<file path="config.mk">
export PLATFORM = sky130hd
export DESIGN_NAME = rtc_periodic_irq
export DESIGN_NICKNAME = d
export VERILOG_FILES = /design/src/rtl/rtc_pi_pkg.sv /design/src/rtl/rtc_pi_tickcnt.sv /design/src/rtl/rtc_pi_ctrlreg.sv /design/src/rtl/rtc_periodic_irq.sv
export SDC_FILE = /design/constraint.sdc
export NUM_CORES = 1
export LEC_CHECK = 0
export BUFFER_PORTS_ARGS = -buffer_cell sky130_fd_sc_hd__clkbuf_2
export CORE_ASPECT_RATIO = 1.25
export CORE_MARGIN = 5
export CORE_UTILIZATION = 50
export CTS_CLUSTER_DIAMETER = 80
export DETAILED_ROUTE_END_ITERATION = 10
export PLACE_DENSITY_LB_ADDON = 0.25
export SLEW_MARGIN = 20
export SYNTH_ARGS = -nofsm -noshare
export SYNTH_HDL_FRONTEND = slang
export SYNTH_SLANG_ARGS = --single-unit
</file>
<file path="constraint.sdc">
create_clock -name clk -period 1.93 [get_ports clk]
set_clock_uncertainty 0.05 [all_clocks]
set_input_delay 0.193 -clock clk [delete_from_list [all_inputs] [get_ports clk]]
set_output_delay 0.193 -clock clk [all_outputs]
set_load 0.01 [all_outputs]
</file>
<file path="src/rtl/rtc_pi_pkg.sv">
// Shared constants, register layout and interval decode for the periodic
// interrupt controller. Assumes a 9-bit tick count covering 2 s at 256 Hz.
package rtc_pi_pkg;
    localparam int REG_W = 8;
    localparam int SEL_W = 3;
    localparam int CNT_W = 9;
    localparam logic [REG_W-1:0] POR_VALUE = 8'h09;

    // Register layout; bit positions are software-visible.
    typedef struct packed {
        logic             flag;  // bit 7
        logic [SEL_W-1:0] sel;   // bits 6:4
        logic             en;    // bit 3
        logic             adj;   // bit 2
        logic             drst;  // bit 1
        logic             run;   // bit 0
    } ctrl_t;

    // Number of low count bits that must roll over for a given code.
    function automatic int unsigned sel_bits(input logic [SEL_W-1:0] sel);
        case (sel)
            3'd1:    return 0;
            3'd2:    return 2;
            3'd3:    return 4;
            3'd4:    return 6;
            3'd5:    return 7;
            3'd6:    return 8;
            3'd7:    return 9;
            default: return 0;
        endcase
    endfunction

    // Mask of count bits that must all be zero after an increment.
    function automatic logic [CNT_W-1:0] sel_mask(input logic [SEL_W-1:0] sel);
        logic [CNT_W-1:0] m;
        m = '0;
        for (int i = 0; i < CNT_W; i++) begin
            if (i < int'(sel_bits(sel))) m[i] = 1'b1;
        end
        return m;
    endfunction
endpackage

</file>
<file path="src/rtl/rtc_pi_tickcnt.sv">
// Tick counter and period-event detector.
// Counts 1/256 s strobes while run is high, clears on request, and flags an
// event when the low bits chosen by the interval code roll over to zero.
// Assumes tick is a single-cycle strobe sampled at the rising edge.
module rtc_pi_tickcnt
    import rtc_pi_pkg::*;
#(
    parameter int CW = CNT_W,
    parameter int SW = SEL_W
) (
    input  logic          clk,
    input  logic          por_n,
    input  logic          mrst_n,
    input  logic          tick,
    input  logic          run,
    input  logic          clr,
    input  logic [SW-1:0] sel,
    output logic [CW-1:0] cnt,
    output logic          period_ev
);
    logic          adv;
    logic [CW-1:0] cnt_inc;
    logic [CW-1:0] mask;

    // Decode whether this edge advances the count and ends a period.
    always_comb begin
        adv       = tick & run & ~clr;
        cnt_inc   = cnt + CW'(1);
        mask      = CW'(sel_mask(SEL_W'(sel)));
        period_ev = adv & (sel != '0) & ((cnt_inc & mask) == '0);
    end

    // Count register: cleared by either reset or a divider clear.
    always_ff @(posedge clk) begin
        if (!por_n || !mrst_n) begin
            cnt <= '0;
        end else if (clr) begin
            cnt <= '0;
        end else if (adv) begin
            cnt <= cnt_inc;
        end
    end
endmodule

</file>
<file path="src/rtl/rtc_pi_ctrlreg.sv">
// Control register with two reset domains.
// Power-on reset loads the fixed value; manual reset clears all but the
// enable and run bits; the divider-clear bit self-clears after one cycle.
// Assumes period_ev is valid only when both resets are high.
module rtc_pi_ctrlreg
    import rtc_pi_pkg::*;
(
    input  logic             clk,
    input  logic             por_n,
    input  logic             mrst_n,
    input  logic             wr_en,
    input  logic [REG_W-1:0] wr_data,
    input  logic             period_ev,
    output ctrl_t            q
);
    ctrl_t wr_val;

    // View the write data in register layout.
    always_comb begin
        wr_val = ctrl_t'(wr_data);
    end

    // Register update: power-on, then manual reset, then event/write.
    always_ff @(posedge clk) begin
        if (!por_n) begin
            q <= ctrl_t'(POR_VALUE);
        end else if (!mrst_n) begin
            q.flag <= 1'b0;
            q.sel  <= '0;
            q.adj  <= 1'b0;
            q.drst <= 1'b0;
        end else begin
            q.flag <= period_ev | (wr_en ? wr_val.flag : q.flag);
            q.drst <= wr_en & wr_val.drst;
            if (wr_en) begin
                q.sel <= wr_val.sel;
                q.en  <= wr_val.en;
                q.adj <= wr_val.adj;
                q.run <= wr_val.run;
            end
        end
    end
endmodule

</file>
<file path="src/rtl/rtc_periodic_irq.sv">
// Periodic interrupt controller of a real-time clock.
// Joins the tick counter and the control register, and registers the
// interrupt request from the flag and a nonzero interval code.
// Assumes tick_256hz comes from an external 256 Hz prescaler.
module rtc_periodic_irq
    import rtc_pi_pkg::*;
(
    input  logic             clk,
    input  logic             por_n,
    input  logic             mrst_n,
    input  logic             tick_256hz,
    input  logic             ctl_we,
    input  logic [REG_W-1:0] ctl_wdata,
    output logic [REG_W-1:0] ctl_rdata,
    output logic             pirq
);
    ctrl_t            ctrl;
    logic             period_ev;
    logic [CNT_W-1:0] tick_cnt;

    rtc_pi_tickcnt #(.CW(CNT_W), .SW(SEL_W)) u_cnt (
        .clk       (clk),
        .por_n     (por_n),
        .mrst_n    (mrst_n),
        .tick      (tick_256hz),
        .run       (ctrl.run),
        .clr       (ctrl.drst),
        .sel       (ctrl.sel),
        .cnt       (tick_cnt),
        .period_ev (period_ev)
    );

    rtc_pi_ctrlreg u_reg (
        .clk       (clk),
        .por_n     (por_n),
        .mrst_n    (mrst_n),
        .wr_en     (ctl_we),
        .wr_data   (ctl_wdata),
        .period_ev (period_ev),
        .q         (ctrl)
    );

    // Read path is the register itself.
    always_comb begin
        ctl_rdata = REG_W'(ctrl);
    end

    // Interrupt request: flag qualified by a nonzero code, one cycle late.
    always_ff @(posedge clk) begin
        if (!por_n || !mrst_n) begin
            pirq <= 1'b0;
        end else begin
            pirq <= ctrl.flag & (ctrl.sel != '0);
        end
    end
endmodule

</file>
==> reports/results.txt, run 1 <==
The flow ran to the end, and the final reports show no timing, DRC or antenna violations. The logs give 3.26 mm for the wire length of the first global-routing pass and 0 for the final hold violation count. For the final-report setup violation count, the log shows 0. Once the clock tree was built, the setup fixing pass inserted 0 buffers. The floorplan has 17 rows.

The worst path required time is 2110 ps, and the post-synthesis instance total is 108. The core region is 0.00177 mm². For the CTS H-tree depth, the log shows 1. The maximum fanout count along the critical path is 7. The setup check on the worst reg-to-reg path leaves a slack of 150 ps.

Summing over every cut layer, the via total after detailed routing is 792. The library cells used most frequently in the layout, excluding fill and tap cells, are 21 x sky130_fd_sc_hd__clkbuf_2, 18 x sky130_fd_sc_hd__dfxtp_1, 17 x sky130_fd_sc_hd__nor2_1. The average wire per standard cell was 13.0 µm; the number of cells on the worst hold path was 2. The logs give 0 ps for the total negative slack for setup checks and 0.816 for the final estimated routing congestion in global placement.

The number of gates given a new drive strength after cts is 0, and the floorplan die width is 48.3 µm. In this run the critical register-to-register path is captured at u_reg.q[7]. TritonCTS built the clock tree.

The run gives 78.0% as the headroom to the max-slew limit. The die covers 0.00279 mm². Dividing total power by cell area gives a power density of 659 mW/mm². Yosys printed 0 warnings. The run gives 0 as the count of nets left with antenna violations after detail routing. The share of Yosys cell area claimed by the top area cell type was 39.3%. Clock-pin slew was measured on the worst setup and hold paths at 100 ps. The max-cap check violation count came out at 0. Entering global routing, the biggest net connects 11 pins.

The path class of the tightest hold or removal check is input pin to flop. 22 I/O pins were placed. The worst setup path is launched from a flop.

For the worst setup path, the data arrival time is 1960 ps. Setup repair after global routing left no endpoint under its margin. After legalization and detailed placement, the total HPWL measured 1.43 mm. The critical path class was flop to flop.

Sum of routed wire length over all layers: 1.89 mm. Most common library cell in the layout ignoring fill and taps: sky130_fd_sc_hd__clkbuf_2. The average instance area after synthesis came out at 8.48 µm².

STA classifies the critical path endpoint as a flop. The maximum ir drop on the vdd rail was 0.000382 V; the total nets after synthesis was 122. Static timing analysis puts the maximum clock frequency at 0.560 GHz. The number of vias per cell after detailed routing is 5.42. Endpoint of the worst hold-timing path: u_reg.q[3]. The number of optimization iterations in the first detailed-route pass came out at 4. At the pin with the least slew margin, the transition time is 326 ps. Port buffering added 21 buffers. Counting I/O delays and the setup requirement, the final critical path takes 1780 ps. Measured along the y axis, the die boundary spans 57.9 µm. The initial antenna violation count was 0. The synthesized netlist contains 28 unique library cells.

The clock tree root driver cell is sky130_fd_sc_hd__clkbuf_4. In the post-synthesis netlist, the biggest area contributors are sky130_fd_sc_hd__dfxtp_1 39%, sky130_fd_sc_hd__xor2_1 7.7%, sky130_fd_sc_hd__nor2_1 7.0%, sky130_fd_sc_hd__mux2i_1 6.6%, sky130_fd_sc_hd__nand2_1 4.9%. In the finished design, the share of the clock period the worst path needs comes to 92.4%.

The beginning of the worst register-to-register path was u_cnt.cnt[4]. Of the synthesized area, sequential elements account for 39.3%. For this run, the post-layout net count is 142. After detailed placement, the total cell area comes to 0.00100 mm². The largest area contributor in the netlist was sky130_fd_sc_hd__dfxtp_1.

The post-route netlist has 24.4% of its cells at a drive strength greater than 1. The final max-slew violation count was 0; the effective utilization at floorplan was 51.9%. The worst register-to-register path has a depth of 5.

For this block, the initial DRC count from the detailed router was 13. In this run the most critical hold path is launched from por_n. After layout, the design draws a total of 685 µW. The number of global-route vias before repair is 747, and the CTS sink count is 18.

The area of the mapped netlist was 916 µm²; the layout overhead on the synthesized area was 13.5%. 0 antenna diodes ended up in the layout. The residual DRC count was 0; the number of buffers created by CTS was 3. The longest clock path from root to sink contains 2 buffers. For the area of all placed cells without fillers, the log shows 0.00104 mm². For the standby leakage power, the log shows 0.468 nW. Global routing consumed, over all layers together, 15.6% of the routing resources. Synthesis inferred 18 register bits.

Global routing finished with a remaining overflow of 0. In this run, post-CTS hold repair placed 0 buffers. The run gives 300 ps as the insertion delay to the later sink of the worst-skew pair.
logic make-up after synthesis:
group | Yosys count | share of synthesized area [%]
xor+xnor | 10 | 9.56
simple gates | 53 | 28.3
mux | 6 | 6.56
compound gates | 10 | 7.92
flops | 18 | 39.3
buf+inv | 10 | 6.97
fa+ha+maj | 1 | 1.37
metal layers:
layer  vias to the layer above  global-route usage [%]  share of wire, %
li1                        413                       -                 -
met1                       354                    21.1                45
met2                        21                    23.7                48
met3                         4                    3.11               5.0
met4                         0                    5.77               1.9
met5                         -                       0                 0
flip-flops by register name, indices dropped and copies added, names as in the netlist:
register   flops
u_reg.q        8
pirq           1
u_cnt.cnt      9
stage by stage:
| step | hold slack, ps | worst slack [ps] | utilization (%) | std cells |
|---|---|---|---|---|
| floorplan | 215 | 285 | - | 108 |
| global placement | 346 | 211 | 56.8 | 142 |
| detailed placement | 353 | 184 | 56.8 | 142 |
| CTS | 40.6 | 151 | 58.9 | 146 |
| global route | 42.9 | 70.9 | 58.9 | 146 |
| finish | 44.8 | 146 | 58.9 | 146 |
cell usage after synthesis:
cell / number
sky130_fd_sc_hd__a211oi_1: 1
sky130_fd_sc_hd__a211oi_2: 1
sky130_fd_sc_hd__a21oi_1: 3
sky130_fd_sc_hd__a311o_1: 1
sky130_fd_sc_hd__a31oi_1: 2
sky130_fd_sc_hd__and3_1: 2
sky130_fd_sc_hd__and3_2: 1
sky130_fd_sc_hd__and4_1: 2
sky130_fd_sc_hd__buf_4: 3
sky130_fd_sc_hd__buf_6: 2
sky130_fd_sc_hd__clkbuf_1: 3
sky130_fd_sc_hd__dfxtp_1: 18
sky130_fd_sc_hd__ha_1: 1
sky130_fd_sc_hd__inv_1: 2
sky130_fd_sc_hd__mux2i_1: 6
sky130_fd_sc_hd__nand2_1: 12
sky130_fd_sc_hd__nand3_1: 7
sky130_fd_sc_hd__nand4_1: 4
sky130_fd_sc_hd__nand4_2: 1
sky130_fd_sc_hd__nor2_1: 17
sky130_fd_sc_hd__nor3_1: 4
sky130_fd_sc_hd__nor3b_1: 1
sky130_fd_sc_hd__nor4_1: 1
sky130_fd_sc_hd__o21ai_0: 1
sky130_fd_sc_hd__o311a_1: 1
sky130_fd_sc_hd__or2_2: 1
sky130_fd_sc_hd__xnor2_1: 2
sky130_fd_sc_hd__xor2_1: 8
area by class of cell:
type	count	area [µm²]
Sequential cell	18	360
Tap cell	19	23.8
Timing Repair Buffer	23	120
Multi-Input combinational cell	80	492
Inverter	2	7.51
Fill cell	165	726
Clock buffer	4	36.3
power breakdown:
| part | internal, mW | total [mW] | switching, mW |
|---|---|---|---|
| Sequential | 0.380 | 0.390 | 0.00980 |
| Combinational | 0.0277 | 0.0609 | 0.0332 |
| Clock | 0.115 | 0.234 | 0.119 |
| Total | 0.523 | 0.685 | 0.162 |
worst max-delay path by stage:
stage / from / end / slack [ps] / cells past startpoint
floorplan: u_cnt.cnt[0] / u_reg.q[7] / 280 / 6
global placement: u_cnt.cnt[4] / u_reg.q[7] / 210 / 5
detailed placement: u_cnt.cnt[4] / u_reg.q[7] / 180 / 5
CTS: u_cnt.cnt[4] / u_reg.q[7] / 150 / 5
global route: u_cnt.cnt[5] / u_reg.q[7] / 70 / 5
finish: u_cnt.cnt[4] / u_reg.q[7] / 150 / 5
worst max-delay path, stage by stage, from the launching register on:
cell	delay (ps)
sky130_fd_sc_hd__dfxtp_1	420
sky130_fd_sc_hd__and4_1	370
sky130_fd_sc_hd__nand4_2	140
sky130_fd_sc_hd__and4_1	220
sky130_fd_sc_hd__o311a_1	330
sky130_fd_sc_hd__a211oi_2	190
(Power assumes the default switching activity.)
==> inputs of run 2 (changes only) <==
clock period = 1.7 ns   (was 1.93 ns; I/O delays follow)
==> run 2 against run 1 <==
Critical path depth unchanged. Final cell count up 2.7%. Routed wire length up 4.4%. Critical path type unchanged. Largest power group unchanged.
==> reports/results.txt, run 2 (synthesis results as in run 1) <==
The average wire per standard cell was 13.2 µm (+1.7%); the maximum fanout count along the critical path was 4 (-3). For the number of antenna cells inserted, the log shows 0 (unchanged). The largest net degree at the start of global routing is 11 (unchanged). The total number of vias is 834 (+5.3%), and the max-cap check violation count is 0 (unchanged).

The maximum ir drop on the vdd rail came out at 0.000547 V (+43%). The layout overhead on the synthesized area is 18.4%. The run gives 595 µW (+14%) as the internal power.

The tree is rooted in a sky130_fd_sc_hd__clkbuf_4. The utilization after layout is 61.4% (+2.6 points), and the count of nets left with antenna violations after detail routing is 0 (unchanged). The run gives 0 (unchanged) as the final hold violation count.

TritonCTS built the clock tree. The run gives 3.39 mm (+4.0%) as the wire length of the first global-routing pass. For the sequential power share, the log shows 55.7% (-1.2 points). Count of standard-cell rows: 17 (unchanged).

The final estimated routing congestion in global placement was 0.795 (-2.6%); the standby leakage power was 0.489 nW (+4.4%). The worst setup path is captured at a flop. Number of standard cells in the final layout excluding fillers: 150 (+2.7%).

The pre-CTS setup slack is 47.7 ps (-136 ps), and the number of optimization iterations in the first detailed-route pass is 4 (unchanged). The half-perimeter wire length after detailed placement is 1.52 mm (+6.3%), and the CTS H-tree depth is 1 (unchanged). The number of buffers created by CTS came out at 3 (unchanged). The uppermost signal routing layer after detailed routing was met4. The switching portion of total power was 24.6% (+0.90 points).

The die height came out at 57.9 µm (unchanged). The number of vias per cell after detailed routing is 5.56 (+2.5%), and the fraction of power consumed by the clock network is 34.9% (+0.7 points). The worst path required time came out at 1880 ps (-230 ps). The tools report the least setup slack across all paths after layout as 115 ps (-31.2 ps). The library cell used most frequently in the layout, excluding fill and tap cells, is sky130_fd_sc_hd__clkbuf_2.

The tools report the number of setup buffers added after CTS as 0 (unchanged). The die outline area was 0.00279 mm² (unchanged); the number of port buffers was 21 (unchanged). The headroom to the max-slew limit came out at 80.7% (+2.7 points). The transition time of the tightest slew-check pin works out to 286 ps (-39.9 ps).

Fmax: 0.631 GHz (+13%). Setup repair after global routing left no endpoint under its margin. Ranked by flip-flop count, first place goes to u_cnt.cnt. The tools report the overall power consumption as 789 µW (+15%). The number of flip-flops in the largest register is 9 (unchanged), and the number of global-route vias before repair is 778 (+4.1%). The cell total after placement was 145 (+2.1%).

The tools report the number of nets at the end of the flow as 146 (+2.8%). The share of final-layout standard cells stronger than drive strength 1 is 30.5% (+6.1 points). The period utilization is 93.3% (+0.81 points).

The residual DRC count was 0 (unchanged). The tools report the part of the power in combinational logic as 9.3% (+0.4 points). The logs give 194 µW (+20%) for the net switching power of the design and 0 (unchanged) for the final-report setup violation count. The total overflow reported by the global router is 0 (unchanged). The logs give 300 ps (about the same) for the insertion delay to the later sink of the worst-skew pair and 2 (unchanged) for the maximum clock insertion buffer count.

The tools report the detailed-routed wire length on met2 as 945 µm (+3.6%). The logs give 887 µm (+4.6%) for the wire length on met1 and 0 (unchanged) for the final max-slew violation count. The startpoint class of the critical path is a flop. The data arrival time of the critical path was 1770 ps (-190 ps). The overall track demand over capacity in global routing is 16.8% (+1.2 points), and the count of pins on the block boundary is 22 (unchanged). The largest registers in the layout are u_cnt.cnt x9, u_reg.q x8, pirq x1. Final critical delay including setup and external delays: 1590 ps (-199 ps). The run gives 0.00177 mm² (unchanged) as the standard cell core area. The number of violations reported at the end of detailed-routing iteration 0 was 11 (-2). The initial antenna violation count was 0 (unchanged); the CTS sink count was 18 (unchanged).

The run finished with clean final reports. The effective utilization at floorplan came out at 51.9% (unchanged). In this run the worst hold path is classified as input pin to flop. The routed wire length on met3 is 96 µm (+1.1%). The floorplan die width is 48.3 µm (unchanged). The number of filler instances in the final layout was 163 (-1.2%); the total power divided by cell area was 727 mW/mm² (+10%). The total negative slack for setup checks was 0 ps (unchanged); the register clock-pin slew on the reported worst setup and hold paths was 110 ps (about the same). The top cell types in the final layout, fill and taps aside, are 21 x sky130_fd_sc_hd__clkbuf_2, 17 x sky130_fd_sc_hd__nor2_1, 14 x sky130_fd_sc_hd__dfxtp_1.

The critical path class is flop to flop. The tools report the sum of routed wire length over all layers as 1.98 mm (+4.4%).
run 2: changes by cell type in the layout (fill, tap and decap cells not counted):
cell | before | now
sky130_fd_sc_hd__buf_4 | 2 | 5
sky130_fd_sc_hd__dfxtp_4 | 0 | 1
sky130_fd_sc_hd__and4_1 | 2 | 1
sky130_fd_sc_hd__and4_4 | 0 | 1
sky130_fd_sc_hd__ha_2 | 0 | 1
sky130_fd_sc_hd__ha_1 | 1 | 0
sky130_fd_sc_hd__dlygate4sd3_1 | 0 | 1
sky130_fd_sc_hd__dfxtp_1 | 18 | 14
sky130_fd_sc_hd__dfxtp_2 | 0 | 3
run 2: area by class of cell:
class,instances,area [µm²],share of cell area [%]
flip-flops and latches,18,368,33.9
multi-input cells,80,497,45.8
well taps,19,23.8,2.19
repair buffers,27,153,14.1
clock buffers,4,36.3,3.34
inverters,2,7.51,0.692
run 2: worst paths after layout:
| check | start | to | slack (ps) | cells after the start |
|---|---|---|---|---|
| worst max register to register | u_cnt.cnt[5] | u_reg.q[7] | 110 | 5 |
| worst min-delay path | por_n | u_reg.q[3] | 20 | 2 |
| worst max-delay path | u_cnt.cnt[5] | u_reg.q[7] | 110 | 5 |
| worst min register to register | u_reg.q[3] | u_reg.q[3] | 430 | 2 |
run 2: power groups by stage:
stage | Sequential [mW] | Clock (mW) | Combinational [mW]
6_report | 0.440 | 0.276 | 0.0736
5_1_grt | 0.442 | 0.310 | 0.0825
4_1_cts | 0.441 | 0.282 | 0.0725
3_5_place_dp | 0.451 | 0 | 0.0723
3_3_place_gp | 0.450 | 0 | 0.0706
2_1_floorplan | 0.451 | 0 | 0.0419
run 2: metal layers:
metal  vias up  GRT usage [%]
met5         -              0
met4         0           7.69
met3         6           5.28
met2        19           26.1
met1       390           20.2
li1        419              -
run 2: worst max-delay path, cell delays in order (launching register included):
cell and delay [ps]:
sky130_fd_sc_hd__dfxtp_2 380, sky130_fd_sc_hd__and4_4 240, sky130_fd_sc_hd__nand4_2 110, sky130_fd_sc_hd__and4_1 220
sky130_fd_sc_hd__o311a_1 330, sky130_fd_sc_hd__a211oi_2 190
run 2: timing repair:
action,4_1_cts,5_1_grt
endpoints found under the setup margin,0,1
hold buffers,0,1
endpoints found under the hold margin,0,1
gates resized for setup,0,7
run 2: stage by stage:
step,hold WS (ps),area (µm²)
floorplan,192,916
global placement,323,1030
detailed placement,330,1030
CTS,0.929,1060
global route,15.3,1080
finish,16.8,1080
